## src/rtl/rpt_pkg.sv

```systemverilog
`timescale 1ns/1ps
package rpt_pkg;
  localparam int ADDR_W = 2;

  typedef enum logic [ADDR_W-1:0] {
    ADR_CTRL = 2'd0,
    ADR_MODE = 2'd1,
    ADR_PRE  = 2'd2,
    ADR_MAIN = 2'd3
  } rpt_addr_e;

  localparam int CTL_RUN_BIT  = 0;
  localparam int CTL_HALT_BIT = 1;

  typedef struct packed {
    logic gate;
    logic twin;
    logic lvl;
  } mode_flags_t;
endpackage

```

## src/rtl/rpt_down_stage.sv

```systemverilog
`timescale 1ns/1ps
module rpt_down_stage #(
  parameter int CNT_W = 8,
  parameter logic [CNT_W-1:0] RST_VAL = '1
) (
  input  logic             clk,
  input  logic             rst_n,
  input  logic             step,
  input  logic             running,
  input  logic             wr,
  input  logic [CNT_W-1:0] wdata,
  input  logic             force_reload,
  output logic [CNT_W-1:0] count,
  output logic             underflow
);
  logic [CNT_W-1:0] rld_q, rld_d;
  logic [CNT_W-1:0] cnt_q, cnt_d;
  logic             at_zero;
  logic             direct_load;

  assign at_zero     = (cnt_q == '0);
  assign underflow   = step && at_zero;
  assign direct_load = wr && !running;

  always_comb begin
    rld_d = rld_q;
    if (wr) begin
      rld_d = wdata;
    end
  end

  always_comb begin
    cnt_d = cnt_q;
    if (force_reload) begin
      cnt_d = rld_q;
    end else if (direct_load) begin
      cnt_d = wdata;
    end else if (step) begin
      cnt_d = at_zero ? rld_q : (cnt_q - CNT_W'(1));
    end
  end

  always_ff @(posedge clk or negedge rst_n) begin
    if (!rst_n) begin
      rld_q <= RST_VAL;
      cnt_q <= RST_VAL;
    end else begin
      rld_q <= rld_d;
      cnt_q <= cnt_d;
    end
  end

  assign count = cnt_q;

  AST_RELOAD_ON_UF: assert property (@(posedge clk) disable iff (!rst_n)
    (underflow && !force_reload && !direct_load) |=> (count == $past(rld_q)));
  AST_COUNT_DOWN: assert property (@(posedge clk) disable iff (!rst_n)
    (step && !at_zero && !force_reload && !direct_load) |=> (count == $past(count) - CNT_W'(1)));
  AST_IDLE_HOLD: assert property (@(posedge clk) disable iff (!rst_n)
    (!step && !wr && !force_reload) |=> $stable(count));
  AST_STOPPED_LOAD: assert property (@(posedge clk) disable iff (!rst_n)
    (direct_load && !force_reload) |=> (count == $past(wdata)));
endmodule

```

## src/rtl/rpt_ctrl_regs.sv

```systemverilog
`timescale 1ns/1ps
module rpt_ctrl_regs
  import rpt_pkg::*;
#(
  parameter int DATA_W = 8,
  parameter int SEL_W  = 2,
  localparam int LVL_POS  = SEL_W,
  localparam int TWIN_POS = SEL_W + 1,
  localparam int GATE_POS = SEL_W + 2,
  localparam int CFG_W    = SEL_W + 3
) (
  input  logic              clk,
  input  logic              rst_n,
  input  logic              bus_wr,
  input  logic [ADDR_W-1:0] bus_addr,
  input  logic [CFG_W-1:0]  cfg_data,
  input  logic [DATA_W-1:0] pre_count,
  input  logic [DATA_W-1:0] main_count,
  output logic              run,
  output logic [SEL_W-1:0]  src_sel,
  output mode_flags_t       flags,
  output logic              halt,
  output logic              pre_wr,
  output logic              main_wr,
  output logic              lvl_load,
  output logic              lvl_load_val,
  output logic [DATA_W-1:0] bus_rdata
);
  logic        ctrl_wr, mode_wr;
  logic        run_q, run_d;
  logic [SEL_W-1:0] sel_q, sel_d;
  mode_flags_t flags_q, flags_d;

  always_comb begin
    ctrl_wr = bus_wr && (bus_addr == ADR_CTRL);
    mode_wr = bus_wr && (bus_addr == ADR_MODE);
    pre_wr  = bus_wr && (bus_addr == ADR_PRE);
    main_wr = bus_wr && (bus_addr == ADR_MAIN);
    halt    = ctrl_wr && cfg_data[CTL_HALT_BIT];
  end

  always_comb begin
    run_d = run_q;
    if (halt) begin
      run_d = 1'b0;
    end else if (ctrl_wr) begin
      run_d = cfg_data[CTL_RUN_BIT];
    end
  end

  always_comb begin
    sel_d   = sel_q;
    flags_d = flags_q;
    if (mode_wr) begin
      sel_d        = cfg_data[SEL_W-1:0];
      flags_d.lvl  = cfg_data[LVL_POS];
      flags_d.twin = cfg_data[TWIN_POS];
      flags_d.gate = cfg_data[GATE_POS];
    end
  end

  always_comb begin
    lvl_load     = halt || mode_wr;
    lvl_load_val = mode_wr ? cfg_data[LVL_POS] : flags_q.lvl;
  end

  always_ff @(posedge clk or negedge rst_n) begin
    if (!rst_n) begin
      run_q   <= 1'b0;
      sel_q   <= '0;
      flags_q <= '0;
    end else begin
      run_q   <= run_d;
      sel_q   <= sel_d;
      flags_q <= flags_d;
    end
  end

  always_comb begin
    bus_rdata = '0;
    unique case (rpt_addr_e'(bus_addr))
      ADR_CTRL: bus_rdata[CTL_RUN_BIT] = run_q;
      ADR_MODE: begin
        bus_rdata[SEL_W-1:0] = sel_q;
        bus_rdata[LVL_POS]   = flags_q.lvl;
        bus_rdata[TWIN_POS]  = flags_q.twin;
        bus_rdata[GATE_POS]  = flags_q.gate;
      end
      ADR_PRE:  bus_rdata = pre_count;
      ADR_MAIN: bus_rdata = main_count;
      default:  bus_rdata = '0;
    endcase
  end

  assign run     = run_q;
  assign src_sel = sel_q;
  assign flags   = flags_q;

  AST_HALT_WINS: assert property (@(posedge clk) disable iff (!rst_n)
    halt |=> !run);
  AST_START_NEXT: assert property (@(posedge clk) disable iff (!rst_n)
    (ctrl_wr && !halt) |=> (run == $past(cfg_data[CTL_RUN_BIT])));
endmodule

```

## src/rtl/rpt_pulse_out.sv

```systemverilog
`timescale 1ns/1ps
module rpt_pulse_out (
  input  logic clk,
  input  logic rst_n,
  input  logic main_uf,
  input  logic lvl_load,
  input  logic lvl_load_val,
  input  logic start_lvl,
  input  logic gate,
  input  logic twin,
  output logic pulse_out,
  output logic pulse_out_n
);
  logic tog_q, tog_d;

  always_comb begin
    tog_d = tog_q;
    if (lvl_load) begin
      tog_d = lvl_load_val;
    end else if (main_uf) begin
      tog_d = ~tog_q;
    end
  end

  always_ff @(posedge clk or negedge rst_n) begin
    if (!rst_n) begin
      tog_q <= 1'b0;
    end else begin
      tog_q <= tog_d;
    end
  end

  always_comb begin
    pulse_out   = gate ? start_lvl : tog_q;
    pulse_out_n = twin && !pulse_out;
  end

  AST_TOGGLE_ON_UF: assert property (@(posedge clk) disable iff (!rst_n)
    (main_uf && !lvl_load) |=> (tog_q != $past(tog_q)));
  AST_LEVEL_LOAD: assert property (@(posedge clk) disable iff (!rst_n)
    lvl_load |=> (tog_q == $past(lvl_load_val)));
endmodule

```

## src/rtl/rld_pulse_timer.sv

```systemverilog
`timescale 1ns/1ps
module rld_pulse_timer
  import rpt_pkg::*;
#(
  parameter int DATA_W  = 8,
  parameter int NUM_SRC = 4,
  localparam int SEL_W  = (NUM_SRC > 1) ? $clog2(NUM_SRC) : 1,
  localparam int CFG_W  = SEL_W + 3
) (
  input  logic              clk,
  input  logic              rst_n,
  input  logic [NUM_SRC-1:0] tick_en,
  input  logic              bus_wr,
  input  logic [ADDR_W-1:0] bus_addr,
  input  logic [DATA_W-1:0] bus_wdata,
  output logic [DATA_W-1:0] bus_rdata,
  output logic              pulse_out,
  output logic              pulse_out_n,
  output logic              irq
);
  logic [1:0]        rst_sync;
  logic              rst_n_i;
  logic              run, halt, pre_wr, main_wr, lvl_load, lvl_load_val;
  logic [SEL_W-1:0]  src_sel;
  mode_flags_t       flags;
  logic              src_tick, pre_step, pre_uf, main_uf;
  logic [DATA_W-1:0] pre_count, main_count;

  always_ff @(posedge clk or negedge rst_n) begin
    if (!rst_n) begin
      rst_sync <= 2'b00;
    end else begin
      rst_sync <= {rst_sync[0], 1'b1};
    end
  end
  assign rst_n_i = rst_sync[1];

  rpt_ctrl_regs #(.DATA_W(DATA_W), .SEL_W(SEL_W)) u_regs (
    .clk          (clk),
    .rst_n        (rst_n_i),
    .bus_wr       (bus_wr),
    .bus_addr     (bus_addr),
    .cfg_data     (bus_wdata[CFG_W-1:0]),
    .pre_count    (pre_count),
    .main_count   (main_count),
    .run          (run),
    .src_sel      (src_sel),
    .flags        (flags),
    .halt         (halt),
    .pre_wr       (pre_wr),
    .main_wr      (main_wr),
    .lvl_load     (lvl_load),
    .lvl_load_val (lvl_load_val),
    .bus_rdata    (bus_rdata)
  );

  assign src_tick = tick_en[src_sel];
  assign pre_step = run && src_tick;

  rpt_down_stage #(.CNT_W(DATA_W)) u_pre (
    .clk          (clk),
    .rst_n        (rst_n_i),
    .step         (pre_step),
    .running      (run),
    .wr           (pre_wr),
    .wdata        (bus_wdata),
    .force_reload (halt),
    .count        (pre_count),
    .underflow    (pre_uf)
  );

  rpt_down_stage #(.CNT_W(DATA_W)) u_main (
    .clk          (clk),
    .rst_n        (rst_n_i),
    .step         (pre_uf),
    .running      (run),
    .wr           (main_wr),
    .wdata        (bus_wdata),
    .force_reload (halt),
    .count        (main_count),
    .underflow    (main_uf)
  );

  rpt_pulse_out u_out (
    .clk          (clk),
    .rst_n        (rst_n_i),
    .main_uf      (main_uf),
    .lvl_load     (lvl_load),
    .lvl_load_val (lvl_load_val),
    .start_lvl    (flags.lvl),
    .gate         (flags.gate),
    .twin         (flags.twin),
    .pulse_out    (pulse_out),
    .pulse_out_n  (pulse_out_n)
  );

  assign irq = main_uf;

  AST_HALT_QUIET: assert property (@(posedge clk) disable iff (!rst_n_i)
    halt |=> !irq);
  AST_MAIN_NEEDS_PRE: assert property (@(posedge clk) disable iff (!rst_n_i)
    irq |-> (pre_count == '0));
endmodule

```

## config.mk

```make
export PLATFORM = sky130hd
export DESIGN_NAME = rld_pulse_timer
export DESIGN_NICKNAME = d
export VERILOG_FILES = /design/src/rtl/rpt_pkg.sv /design/src/rtl/rpt_down_stage.sv /design/src/rtl/rpt_ctrl_regs.sv /design/src/rtl/rpt_pulse_out.sv /design/src/rtl/rld_pulse_timer.sv
export SDC_FILE = /design/constraint.sdc
export NUM_CORES = 1
export LEC_CHECK = 0
export BUFFER_PORTS_ARGS = -buffer_cell sky130_fd_sc_hd__buf_2
export CORE_AREA = 2 2 75 77
export CTS_CLUSTER_SIZE = 20
export DETAILED_ROUTE_END_ITERATION = 10
export DIE_AREA = 0 0 77 79
export GPL_TIMING_DRIVEN = 0
export PLACE_DENSITY_LB_ADDON = 0.1
export SLEW_MARGIN = 20
export SYNTH_ARGS = -nofsm -noshare
export SYNTH_HDL_FRONTEND = slang
export SYNTH_SLANG_ARGS = --single-unit
```

## constraint.sdc

```tcl
create_clock -name clk -period 2.55 [get_ports clk]
set_input_delay 0.1275 -clock clk [delete_from_list [all_inputs] [get_ports clk]]
set_output_delay 0.1275 -clock clk [all_outputs]
set_load 0.1 [all_outputs]
```

==> impl_metrics.yaml <==
outcome:
  status: "finished, final reports clean"
routing:
  met3_length_um: 413
  wl_um: 6980
  vias: 2291
  antenna_left: 0
  wl_per_cell_um: 18.4
  wl_met2_um: 2970
  vias_per_cell: 6.03
  drt_iter0_drc: 166
  wl_met1_um: 3440
  drc: 0
  top_layer: "met4"
  drt-pass1-iter-count: 4
sta:
  worst_pin_slew_ns: 0.781
  drv_slew: 0
  worst_hold_slack_ns: 0.123
  post-route-period-util_pct: 94.3
  skew_ns: 0.0110
  rsz0062_at_grt: "false"
  finalSetupViolCount: 0
  final.min_clock_period_ns: 2.40
  finalSetupTns_ns: 0
  max_freq_mhz: 416
  hold_viol: 0
  relSlewSlack_pct: 47.2
power:
  ir_drop_uv: 619
  power_leakage_nw: 1.24
  power_per_cell_area_nw_per_um2: 983
min_path:
  worstHoldPathType: "in -> reg"
logic_synthesis:
  synthCells: 273
  synth-edff-count: 0
  syn-num-nets: 294
  yosys_most_used_dff: "dfstp_2"
  syn_area_um2: 2720
  async_flop_share_pct: 100
  synth_cell_types: 61
  avgSynthCellArea_um2: 9.95
  synth_seq_cells: 41
  synth_warnings: 0
  yosysSeqAreaShare_pct: 39.2
setup_path:
  worst_path_max_delay_cell: "or4_1"
  critPathRequiredTime_ns: 2.42
  cp-start-kind: "flop"
  crit_path_end_kind: "output pin"
  cp_max_fo: 7
  path_cells: "or4_1, buf_2, nor3_4, and3_1, clkbuf_4"
  crit_type: "reg -> out"
  crit_arrival_ns: 2.28
  slowest_delay_ns: 0.51
job:
  cap_violations: 0
grt:
  grt_max_degree: 21
  grt_pass1_vias: 2071
  grt_usage_pct: 24.1
  grt_pass1_wl_um: 11500
  antenna_found_initial: 0
  overflow: 0
die:
  io_pins: 28
  dieHeight_um: 79
  fp.dieArea_um2: 6080
  initial_core_util_pct: 50.9
  core-area_um2: 5340
  row_count: 27
  die_x_um: 77
final_layout:
  nFillCells: 509
  drive_above_1_share_pct: 37.0
  syn_to_final_growth_pct: 12.8
  final_util_pct: 57.5
  n_antenna_cell: 0
  finalNonFillerCells: 380
  fin_nets: 328
clock_network:
  clockBufferDepth: 2
  cts_tree: "done"
  cts.sinks: 41
  htreeDepth: 2
  cts_root_buf: "clkbuf_8"
  cts_buffers: 5
  clock_latency_ns: 0.30
  postCtsSetupBuffers: 0
  clkTransAtPathRegs_ns: 0.09
placed_design:
  dp_cells: 371
  port_buffers: 25
  gp_congestion: 0.879
  dpl.hpwl_um: 5030
registers in the layout (all words and copies together), names as in the netlist:
signal,count
u_pre.rld_q,8
u_main.rld_q,8
u_regs.src_sel,2
rst_sync,2
u_regs.run,1
u_out.tog_q,1
u_regs.flags,3
u_pre.count,8
u_main.count,8
cell usage in the layout, fill, tap and decap left out, types with 5 or more instances in the layout:
master    instances
clkbuf_8          6
mux2i_1           7
o21a_1            6
buf_2            29
xnor2_1           6
o31ai_1           5
a22o_1            5
inv_1            10
o21ai_1           5
nand2b_1          5
nor2_1           12
a31oi_1           6
nand2_1          16
nor3_1            7
a21oi_1          12
nor2b_1           9
mux2_2           26
dfrtp_1           8
clkbuf_1          8
dfstp_2          32
o21ai_0           9
o22ai_1           7
repair_timing:
item                                   4_1_cts  5_1_grt
gates resized for setup                      1        1
endpoints found under the hold margin        2        0
setup endpoints to repair                    1        1
hold buffers                                 1        0
final cells by class:
| type | instances | area (um2) | share of cell area, % |
|---|---|---|---|
| Buffer | 16 | 77.6 | 2.53 |
| Clock buffer | 5 | 68.8 | 2.24 |
| Multi-Input combinational cell | 206 | 1540 | 50.3 |
| Sequential cell | 41 | 1070 | 34.8 |
| Timing Repair Buffer | 27 | 165 | 5.39 |
| Tap cell | 72 | 90.1 | 2.94 |
| Inverter | 10 | 37.5 | 1.22 |
| Clock inverter | 3 | 17.5 | 0.571 |
per-stage QoR:
| step | setup WS [ns] | power [mW] | instance area [um2] |
|---|---|---|---|
| finish | 0.146 | 3.02 | 3070 |
| global route | 0.0115 | 3.21 | 3070 |
| CTS | 0.0313 | 3.02 | 3060 |
| detailed placement | 0.196 | 2.58 | 2960 |
| global placement | 0.216 | 2.55 | 2930 |
| floorplan | 0.0160 | 2.27 | 2720 |
cell usage after synthesis, types with 3 or more instances:
master / count / area share [%]
buf_2: 5 / 0.92
clkbuf_1: 8 / 1.1
o221ai_1: 3 / 0.97
a31oi_1: 6 / 1.4
nor3_1: 7 / 1.3
o31ai_1: 5 / 1.4
nand2b_1: 5 / 1.2
o21ai_0: 9 / 1.7
nand2_1: 16 / 2.2
a22o_1: 5 / 1.6
o21a_1: 6 / 1.7
nand3_1: 4 / 0.74
inv_1: 10 / 1.4
ha_1: 4 / 1.8
mux2_2: 26 / 11
mux2i_1: 7 / 2.6
o21ai_1: 5 / 0.92
nor2b_1: 9 / 2.1
a21oi_1: 12 / 2.2
nor2_1: 12 / 1.7
a21o_1: 4 / 1.1
or3_1: 3 / 0.69
dfrtp_1: 9 / 8.3
o22ai_1: 8 / 1.8
dfstp_2: 32 / 31
a22oi_1: 4 / 1.1
xnor2_1: 6 / 1.9
worst paths after layout:
| check | startpoint | endpoint | slack, ns | depth (start not counted) |
|---|---|---|---|---|
| max | u_pre.count[6] | irq | 0.15 | 5 |
| min | bus_wdata[5] | u_main.rld_q[5] | 0.12 | 2 |
| min reg2reg | rst_sync[1] | u_regs.run | 0.25 | 0 |
| max in group asynchronous | rst_sync[1] | u_pre.count[3] | 1.76 | 1 |
| min in group asynchronous | rst_n | rst_sync[1] | 0.14 | 2 |
| max reg2reg | u_main.count[5] | u_main.count[2] | 0.17 | 6 |
critical path, delay by kind of cell, from the launching register on:
kind	cells	cell delay (ns)
buffers and inverters	2	0.53
flip-flops	1	0.41
AND/OR/NAND/NOR	3	1.05
layer usage:
layer,track usage [%],vias up
li1,-,1091
met1,37.2,1098
met3,3.30,15
met2,34.6,87
met4,8.04,0
met5,0,-
report_power, final:
| part | internal (mW) | switching [mW] |
|---|---|---|
| Clock | 0.189 | 0.238 |
| Combinational | 0.520 | 0.828 |
| Sequential | 0.969 | 0.271 |
| Total | 1.68 | 1.34 |
logic make-up (layout without fill, tap and decap cells):
kind of cell	after synthesis	in the layout	synth area share, %
AO/OA/AOI/OAI	82	82	21.3
XOR/XNOR	6	6	1.93
adder cells (fa/ha/maj)	4	4	1.84
buffers and inverters	26	61	4.24
flip-flops	41	41	39.2
multiplexers	36	36	15.0
other	1	1	0.138
AND/OR/NAND/NOR	77	77	16.3
(Power assumes the default switching activity.)
